[src/rtl/hx_pkg.sv]
package hx_pkg;

    typedef enum logic [2:0] {
        MSG_NONE   = 3'd0,
        MSG_INIT   = 3'd1,
        MSG_RESP   = 3'd2,
        MSG_COOKIE = 3'd3,
        MSG_DATA   = 3'd4
    } msg_kind_e;

    typedef struct packed {
        logic [31:0] src_ip;
        logic [31:0] dst_ip;
        logic [15:0] src_port;
        logic [15:0] dst_port;
        logic [7:0]  proto;
        logic        is_udp;
        msg_kind_e   kind;
    } hdr_meta_t;

    localparam logic [7:0] PROTO_UDP = 8'd17;

    // Gathered header bytes, kept in packet order within each field
    localparam int FB_PROTO   = 0;
    localparam int FB_SRC     = 1;
    localparam int FB_DST     = 5;
    localparam int FB_SPORT   = 9;
    localparam int FB_DPORT   = 11;
    localparam int FB_MSG     = 13;
    localparam int HDR_NBYTES = 17;

endpackage

[src/rtl/hx_beat_ctr.sv]
module hx_beat_ctr #(
    parameter int LAST_BEAT = 2,
    localparam int CNT_W = $clog2(LAST_BEAT + 2)
) (
    input  logic             clk,
    input  logic             rst_n,
    input  logic             advance,
    input  logic             last,
    output logic [CNT_W-1:0] beat
);
    localparam logic [CNT_W-1:0] SAT = CNT_W'(LAST_BEAT + 1);

    logic [CNT_W-1:0] cnt_d, cnt_q;

    always_comb begin
        cnt_d = cnt_q;
        if (advance) begin
            if (last) begin
                cnt_d = '0;
            end else if (cnt_q != SAT) begin
                cnt_d = cnt_q + 1'b1;
            end
        end
    end

    always_ff @(posedge clk) begin
        if (!rst_n) begin
            cnt_q <= '0;
        end else begin
            cnt_q <= cnt_d;
        end
    end

    assign beat = cnt_q;
endmodule

[src/rtl/hx_byte_tap.sv]
module hx_byte_tap (
    input  logic       clk,
    input  logic       rst_n,
    input  logic       load,
    input  logic [7:0] d,
    output logic [7:0] q
);
    logic [7:0] tap_d, tap_q;

    always_comb begin
        tap_d = tap_q;
        if (load) begin
            tap_d = d;
        end
    end

    always_ff @(posedge clk) begin
        if (!rst_n) begin
            tap_q <= '0;
        end else begin
            tap_q <= tap_d;
        end
    end

    assign q = tap_q;
endmodule

[src/rtl/hx_meta_fmt.sv]
module hx_meta_fmt
    import hx_pkg::*;
(
    input  logic [HDR_NBYTES*8-1:0] hb,
    output hdr_meta_t               meta
);
    logic [31:0] type_word;

    function automatic logic [7:0] hbyte(input logic [HDR_NBYTES*8-1:0] v, input int idx);
        return v[8*idx +: 8];
    endfunction

    always_comb begin
        // Network order: the lower packet address is the more significant byte
        meta.proto    = hbyte(hb, FB_PROTO);
        meta.src_ip   = {hbyte(hb, FB_SRC), hbyte(hb, FB_SRC + 1),
                         hbyte(hb, FB_SRC + 2), hbyte(hb, FB_SRC + 3)};
        meta.dst_ip   = {hbyte(hb, FB_DST), hbyte(hb, FB_DST + 1),
                         hbyte(hb, FB_DST + 2), hbyte(hb, FB_DST + 3)};
        meta.src_port = {hbyte(hb, FB_SPORT), hbyte(hb, FB_SPORT + 1)};
        meta.dst_port = {hbyte(hb, FB_DPORT), hbyte(hb, FB_DPORT + 1)};
        // Tunnel header: the lower packet address is the less significant byte
        type_word     = {hbyte(hb, FB_MSG + 3), hbyte(hb, FB_MSG + 2),
                         hbyte(hb, FB_MSG + 1), hbyte(hb, FB_MSG)};
        meta.is_udp   = (meta.proto == PROTO_UDP);
        meta.kind     = MSG_NONE;
        if (meta.is_udp && (type_word >= 32'd1) && (type_word <= 32'd4)) begin
            meta.kind = msg_kind_e'(type_word[2:0]);
        end
    end
endmodule

[src/rtl/hx_header_extract.sv]
module hx_header_extract
    import hx_pkg::*;
#(
    parameter int DATA_W        = 128,
    parameter int ETH_HDR_BYTES = 14,
    parameter int IP_HDR_BYTES  = 20,
    parameter int UDP_HDR_BYTES = 8,
    localparam int KEEP_W       = DATA_W / 8
) (
    input  logic              clk,
    input  logic              rst_n,
    input  logic [DATA_W-1:0] s_tdata,
    input  logic [KEEP_W-1:0] s_tkeep,
    input  logic              s_tvalid,
    input  logic              s_tlast,
    output logic              s_tready,
    output logic [DATA_W-1:0] m_tdata,
    output logic [KEEP_W-1:0] m_tkeep,
    output logic              m_tvalid,
    output logic              m_tlast,
    input  logic              m_tready,
    output logic              m_meta_valid,
    output logic [31:0]       m_src_ip,
    output logic [31:0]       m_dst_ip,
    output logic [15:0]       m_src_port,
    output logic [15:0]       m_dst_port,
    output logic [7:0]        m_ip_proto,
    output logic              m_is_udp,
    output logic [2:0]        m_msg_type
    ,output logic             m_runt
);
    localparam int BEAT_BYTES = KEEP_W;
    localparam int OFF_PROTO  = ETH_HDR_BYTES + 9;
    localparam int OFF_SRC    = ETH_HDR_BYTES + 12;
    localparam int OFF_DST    = ETH_HDR_BYTES + 16;
    localparam int OFF_SPORT  = ETH_HDR_BYTES + IP_HDR_BYTES;
    localparam int OFF_DPORT  = OFF_SPORT + 2;
    localparam int OFF_MSG    = OFF_SPORT + UDP_HDR_BYTES;
    localparam int HDR_END    = OFF_MSG + 4;
    localparam int LAST_BEAT  = (HDR_END - 1) / BEAT_BYTES;
    localparam int CNT_W      = $clog2(LAST_BEAT + 2);
    localparam logic [CNT_W-1:0] LAST_CNT = CNT_W'(LAST_BEAT);

    // Packet offset of each gathered header byte
    function automatic int pkt_pos(input int j);
        if (j < FB_SRC)   return OFF_PROTO;
        if (j < FB_DST)   return OFF_SRC + j - FB_SRC;
        if (j < FB_SPORT) return OFF_DST + j - FB_DST;
        if (j < FB_DPORT) return OFF_SPORT + j - FB_SPORT;
        if (j < FB_MSG)   return OFF_DPORT + j - FB_DPORT;
        return OFF_MSG + j - FB_MSG;
    endfunction

    typedef struct packed {
        hdr_meta_t meta;
    } st_t;

    st_t                    st_d, st_q;
    logic                   acc;
    logic [CNT_W-1:0]       beat;
    logic [HDR_NBYTES*8-1:0] hb_live;
    hdr_meta_t              live_meta;
    hdr_meta_t              meta_out;

    assign acc = s_tvalid && m_tready;

    hx_beat_ctr #(.LAST_BEAT(LAST_BEAT)) u_ctr (
        .clk     (clk),
        .rst_n   (rst_n),
        .advance (acc),
        .last    (s_tlast),
        .beat    (beat)
    );

    for (genvar j = 0; j < HDR_NBYTES; j++) begin : g_hb
        localparam int POS  = pkt_pos(j);
        localparam int PB   = POS / BEAT_BYTES;
        localparam int LANE = POS % BEAT_BYTES;
        if (PB < LAST_BEAT) begin : g_early
            logic [7:0] tap_q;
            hx_byte_tap u_tap (
                .clk   (clk),
                .rst_n (rst_n),
                .load  (acc && (beat == CNT_W'(PB))),
                .d     (s_tdata[8*LANE +: 8]),
                .q     (tap_q)
            );
            assign hb_live[8*j +: 8] = tap_q;
        end else begin : g_live
            assign hb_live[8*j +: 8] = s_tdata[8*LANE +: 8];
        end
    end

    hx_meta_fmt u_fmt (
        .hb   (hb_live),
        .meta (live_meta)
    );

    always_comb begin
        st_d = st_q;
        if (acc && (beat == LAST_CNT)) begin
            st_d.meta = live_meta;
        end
    end

    always_ff @(posedge clk) begin
        if (!rst_n) begin
            st_q <= '0;
        end else begin
            st_q <= st_d;
        end
    end

    assign meta_out     = (beat == LAST_CNT) ? live_meta : st_q.meta;

    assign s_tready     = m_tready;
    assign m_tdata      = s_tdata;
    assign m_tkeep      = s_tkeep;
    assign m_tvalid     = s_tvalid;
    assign m_tlast      = s_tlast;

    assign m_meta_valid = s_tvalid && (beat >= LAST_CNT);
    assign m_runt       = s_tvalid && s_tlast && (beat < LAST_CNT);
    assign m_src_ip     = meta_out.src_ip;
    assign m_dst_ip     = meta_out.dst_ip;
    assign m_src_port   = meta_out.src_port;
    assign m_dst_port   = meta_out.dst_port;
    assign m_ip_proto   = meta_out.proto;
    assign m_is_udp     = meta_out.is_udp;
    assign m_msg_type   = meta_out.kind;
endmodule

[config.mk]
export PLATFORM = sky130hd
export DESIGN_NAME = hx_header_extract
export DESIGN_NICKNAME = d
export VERILOG_FILES = /design/src/rtl/hx_pkg.sv /design/src/rtl/hx_beat_ctr.sv /design/src/rtl/hx_byte_tap.sv /design/src/rtl/hx_meta_fmt.sv /design/src/rtl/hx_header_extract.sv
export SDC_FILE = /design/constraint.sdc
export NUM_CORES = 1
export LEC_CHECK = 0
export BUFFER_PORTS_ARGS = -buffer_cell sky130_fd_sc_hd__buf_4
export CORE_AREA = 2 2 157 159
export DETAILED_ROUTE_END_ITERATION = 12
export DIE_AREA = 0 0 159 161
export PLACE_DENSITY = 0.76
export SLEW_MARGIN = 15
export SYNTH_ARGS = -nofsm -noshare
export SYNTH_HDL_FRONTEND = slang
export SYNTH_SLANG_ARGS = --single-unit
[constraint.sdc]
create_clock -name clk -period 2.1 [get_ports clk]
set_input_delay 0 -clock clk [delete_from_list [all_inputs] [get_ports clk]]
set_output_delay 0 -clock clk [all_outputs]
set_load 0.03 [all_outputs]
==> results by stage <==
GRT:
- Global routing finished with a remaining overflow of 0.
- The global router's overall resource usage is 20.1%.
- The via count of the first global-routing pass is just under 8000.
- The first global-routing pass estimated 41.4 mm of wire.
- The initial antenna violation count is 1.
- Entering global routing, the biggest net connects between 70 and 80 pins.

Layout:
- The net count of the finished layout is 1426.
- The final cell area excluding filler cells is 12100 um^2.
- Cells with a size suffix above 1 make up between 30% and 40% of the layout.
- In the final layout, the multi-input gates occupy ~4000 um^2.
- The flip-flop and latch area is 3330 um^2.
- The area growth from synthesis to layout is 39.1%.
- The number of filler instances in the final layout is 2141.

Synthesis:
- Summed over all instances, the cell type with the most area after synthesis is dfxtp_1.
- The synthesized netlist devotes 0.101% of its cell area to XOR and XNOR gates.
- The proportion of synthesized chip area in sequential cells is about two fifths.
- The share of the synthesized area in compound gates (AO/OA/AOI/OAI) is 14.5%.
- Yosys printed 0 warnings.
- The combinational family with the most area after synthesis is simple AND/OR/NAND/NOR gates.
- After synthesis, the mean cell area works out to 8.49 um^2.
- Counting every net in the synthesized netlist gives 1177.
- The cell count after synthesis came out at 1025.
- The count of distinct cell types in the synthesized netlist is 29.
- The area share of the largest cell type after synthesis is 38.2%.
- After synthesis the cells add up to between 8000 and 9000 um^2.
- The post-synthesis adder-cell area fraction is 0.431%.
- The proportion of synthesized area in mux cells is roughly 13%.
- After Yosys synthesis, and, or, nand and nor cells account for 16.9% of the synthesized area.
- Yosys attributes the largest share of cell area to dfxtp_1 38%, nand2_1 14%, mux2_2 13%.
- Synthesis inferred 166 register bits.

Floorplan:
- The vertical die dimension is about 160 um.
- The floorplan has 57 rows.
- The total core area is 24000 um^2.
- The width of the die is 159 um.
- Pin placement for this block handled 406 I/O pins.
- The initial standard-cell utilization of the core is 36.3%.
- The area enclosed by the die boundary is 25600 um^2.

Placed design:
- The routability congestion estimate from global placement is between 0.8 and 0.9.
- The post-placement worst setup slack is 0.386 ns.
- The placement-stage cell area is a little over 10000 um^2.
- The detailed placement HPWL is ~17 mm.
- The count of buffers added on input and output ports is roughly 330.

CTS:
- Post-CTS timing repair inserted 0 buffers for setup.
- The number of clock buffers added by TritonCTS is 17.
- The tree is rooted in a clkbuf_16.
- No sink is reached through more buffers than the 2 on the longest clock path.
- The clock transition at the registers of the reported paths is 0.06 ns.
- The TritonCTS clock tree is built.
- The clock drives 166 sinks.
- The H-tree level count is 4.
- The clock insertion delay at the later pin of the skew report is 0.42 ns.

STA:
- The time the final worst path needs with I/O delays and setup is 2.03 ns.
- The post-route fraction of the period consumed by the critical path is 96.6%.
- The number of hold violations in the final report is 0.
- The slew at the pin closest to its max-slew limit is between 0.5 and 0.6 ns.
- Across the routed clock network, the largest skew measured is 0.0122 ns.
- In this run the tightest slew margin relative to its limit is 65.9%.
- The final number of max-transition violations is 0.
- Setup repair after global routing left no endpoint under its margin.
- Setup slack closes at approximately 0.07 ns.
- Based on the critical path, the design can be clocked at up to 493 MHz.
- Setup violations remaining at the end of the flow were counted as 0.
- The total negative setup slack is 0 ns.

Worst hold path:
- Along the worst hold path, the cell count comes to 0.
- The worst hold path belongs to the class input pin to output port.
- In this run the most critical hold path is launched from s_tdata[50].
- The path with the worst hold slack has its endpoint at m_tdata[50].

Worst setup path:
- The class of the most critical setup path is register to output port.
- For this run, the slowest stage of the critical path takes 0.39 ns.
- The critical path goes through inv_1 -> ha_4 -> buf_16 -> mux2_2 -> buf_4.
- On the critical path, the stage with the largest delay is an instance of mux2_2.
- The reg2reg setup slack is ~0.44 ns.
- The cell family with the largest share of critical-path delay is buffers and inverters.
- The worst-case reg-to-reg path depth is 5.
- The endpoint of the worst-slack reg-to-reg timing path is g_hb[4].g_early.u_tap.q[1]$_SDFFE_PN0P_.
- The combined buffer and inverter count along the critical path is 3.
- The worst setup path is captured at an output port.
- The critical-path maximum fanout is 45.
- The required time of the critical path is roughly 2.1 ns.
- The startpoint of the worst-slack reg-to-reg timing path is u_ctr.beat[0]$_SDFFE_PN0P_.
- The kind of start point of the critical path is a register.
- The launching instance or port of the critical path is u_ctr.beat[0]$_SDFFE_PN0P_.
- The critical path data arrival time is 2.03 ns.

Pwr:
- The analysis attributes to net switching a power of 0.00196 W.
- Power spread over the standard cell area amounts to roughly 620 nW/um^2.
- The switching portion of total power is between 20 and 30%.
- The part of the total power dissipated in sequential elements is 42.1%.
- The share of total power in combinational logic is 13.3%.
- Internal power comes to 0.00559 W.
- Summed over all cells, the static leakage comes to 4.92 nW.
- The clock group share of total power is 44.7%.
- The worst-case IR drop observed on VDD is 399 uV.

Detailed routing:
- The post-detailed-route wirelength per cell is 16.4 um.
- The first routing iteration left 459 violations.
- For this block, the routed nets add up to 26.5 mm of wire.
- In this run the remaining antenna-violating nets after routing total 0.
- The total number of vias is roughly 7700.
- The iteration count of the initial detailed-routing pass is 5.
- The post-detailed-route via-to-cell ratio is 4.80.
- The remaining design rule violation count is 0.

Job:
- Across the run, the number of max-cap violations was 0.

Status:
- The run finished with clean final reports.
==> synth_stat cells (all sizes together) <==
cell type  instances
nand2            323
a21o               1
nor3               1
inv                4
nor4               8
xor2               1
ha                 3
o21a               1
nor4b              2
buf              184
o21ai              8
dfxtp            166
and3               3
a21boi           160
nor2b              2
or3                1
and4               1
clkbuf            31
mux2             104
nand4              4
nand3              9
nand2b             3
and2               1
a21oi              2
nor2               2
==> worst max path at each step <==
stage | endpoint | slack, ns | cells after the start
final | m_src_ip[1] | 0.07 | 5
after global routing | m_src_ip[17] | 0.002 | 5
after CTS | m_msg_type[0] | 0.01 | 5
after detailed placement | m_msg_type[0] | 0.39 | 6
after global placement | m_msg_type[0] | 0.40 | 6
after floorplan | m_is_udp | 0.34 | 6
==> layout by cell type (no fill, tap or decap), drive strengths merged <==
cell type / netlist / final
nand4: 4 / 4
and4: 1 / 1
a21o: 1 / 1
dlygate4sd3: 0 / 105
o21a: 1 / 1
a21boi: 160 / 160
clkbuf: 31 / 19
clkinvlp: 0 / 1
and3: 3 / 3
nor4: 8 / 8
nor2b: 2 / 2
or3: 1 / 1
and2: 1 / 1
nor3: 1 / 1
buf: 184 / 340
ha: 3 / 3
diode: 0 / 1
nor4b: 2 / 2
bufinv: 0 / 3
inv: 4 / 11
dfxtp: 166 / 166
nor2: 2 / 2
xor2: 1 / 1
o21ai: 8 / 8
nand3: 9 / 9
a21oi: 2 / 2
nand2: 323 / 323
mux2: 104 / 104
clkinv: 0 / 2
nand2b: 3 / 3
==> worst reg2reg max path: stages, from the launching register on <==
cell and delay [ns]:
dfxtp_1 0.42, ha_1 0.21, and3_2 0.46, buf_12 0.23
nand2_1 0.09, a21boi_0 0.18
==> per-layer routing <==
| layer | up-vias | global-route usage, % | share of wire [%] |
|---|---|---|---|
| met2 | 328 | 36.3 | 51 |
| met4 | 0 | 7.98 | 3.0 |
| met5 | - | 0 | 0 |
| met1 | 3649 | 23.0 | 40 |
| li1 | 3711 | - | - |
| met3 | 44 | 4.67 | 6.0 |
==> cell families (layout without fill, tap and decap cells) <==
logic type	count (synthesis)	count (layout)
flops	166	166
simple gates	360	360
other cells	0	1
compound gates	172	172
mux	104	104
fa+ha+maj	3	3
buf+inv	219	481
xor+xnor	1	1
==> flip-flops by register name, summed over array words and instances (netlist names) <==
register	flops
st_q	108
g_hb.g_early.u_tap.q	56
u_ctr.beat	2
==> power groups by stage <==
stage | Sequential [W] | Combinational, W | Clock [W]
2_1_floorplan | 0.00324 | 0.000670 | 0
3_3_place_gp | 0.00325 | 0.000825 | 0
3_5_place_dp | 0.00325 | 0.000829 | 0
4_1_cts | 0.00317 | 0.000991 | 0.00347
5_1_grt | 0.00317 | 0.00105 | 0.00362
6_report | 0.00317 | 0.00100 | 0.00337
==> stage by stage <==
stage	std cells	power (W)	util, %	hold slack (ns)
5_1_grt	1612	0.00784	50.5	0.0000481
3_5_place_dp	1473	0.00407	43.3	0.000205
2_1_floorplan	1025	0.00391	-	0.132
4_1_cts	1611	0.00764	50.5	0.000205
3_3_place_gp	1473	0.00407	43.3	0.000205
6_report	1612	0.00755	50.5	0.0000392
==> cell type report <==
cell class	count	area share [%]
Multi-Input combinational cell	640	33.0
Timing Repair Buffer	445	30.8
Sequential cell	166	27.5
Clock buffer	19	3.66
Tap cell	324	3.35
Clock inverter	13	1.50
Inverter	4	0.124
Antenna cell	1	0.0207
==> timing repair <==
item | CTS | global route
endpoints found under the setup margin | 35 | 55
endpoints found under the hold margin | 109 | 0
gates resized for setup | 1 | 7
pin swaps | 0 | 4
hold buffers | 105 | 0
cloned | 1 | 0
Power figures use the tool's default switching activity.
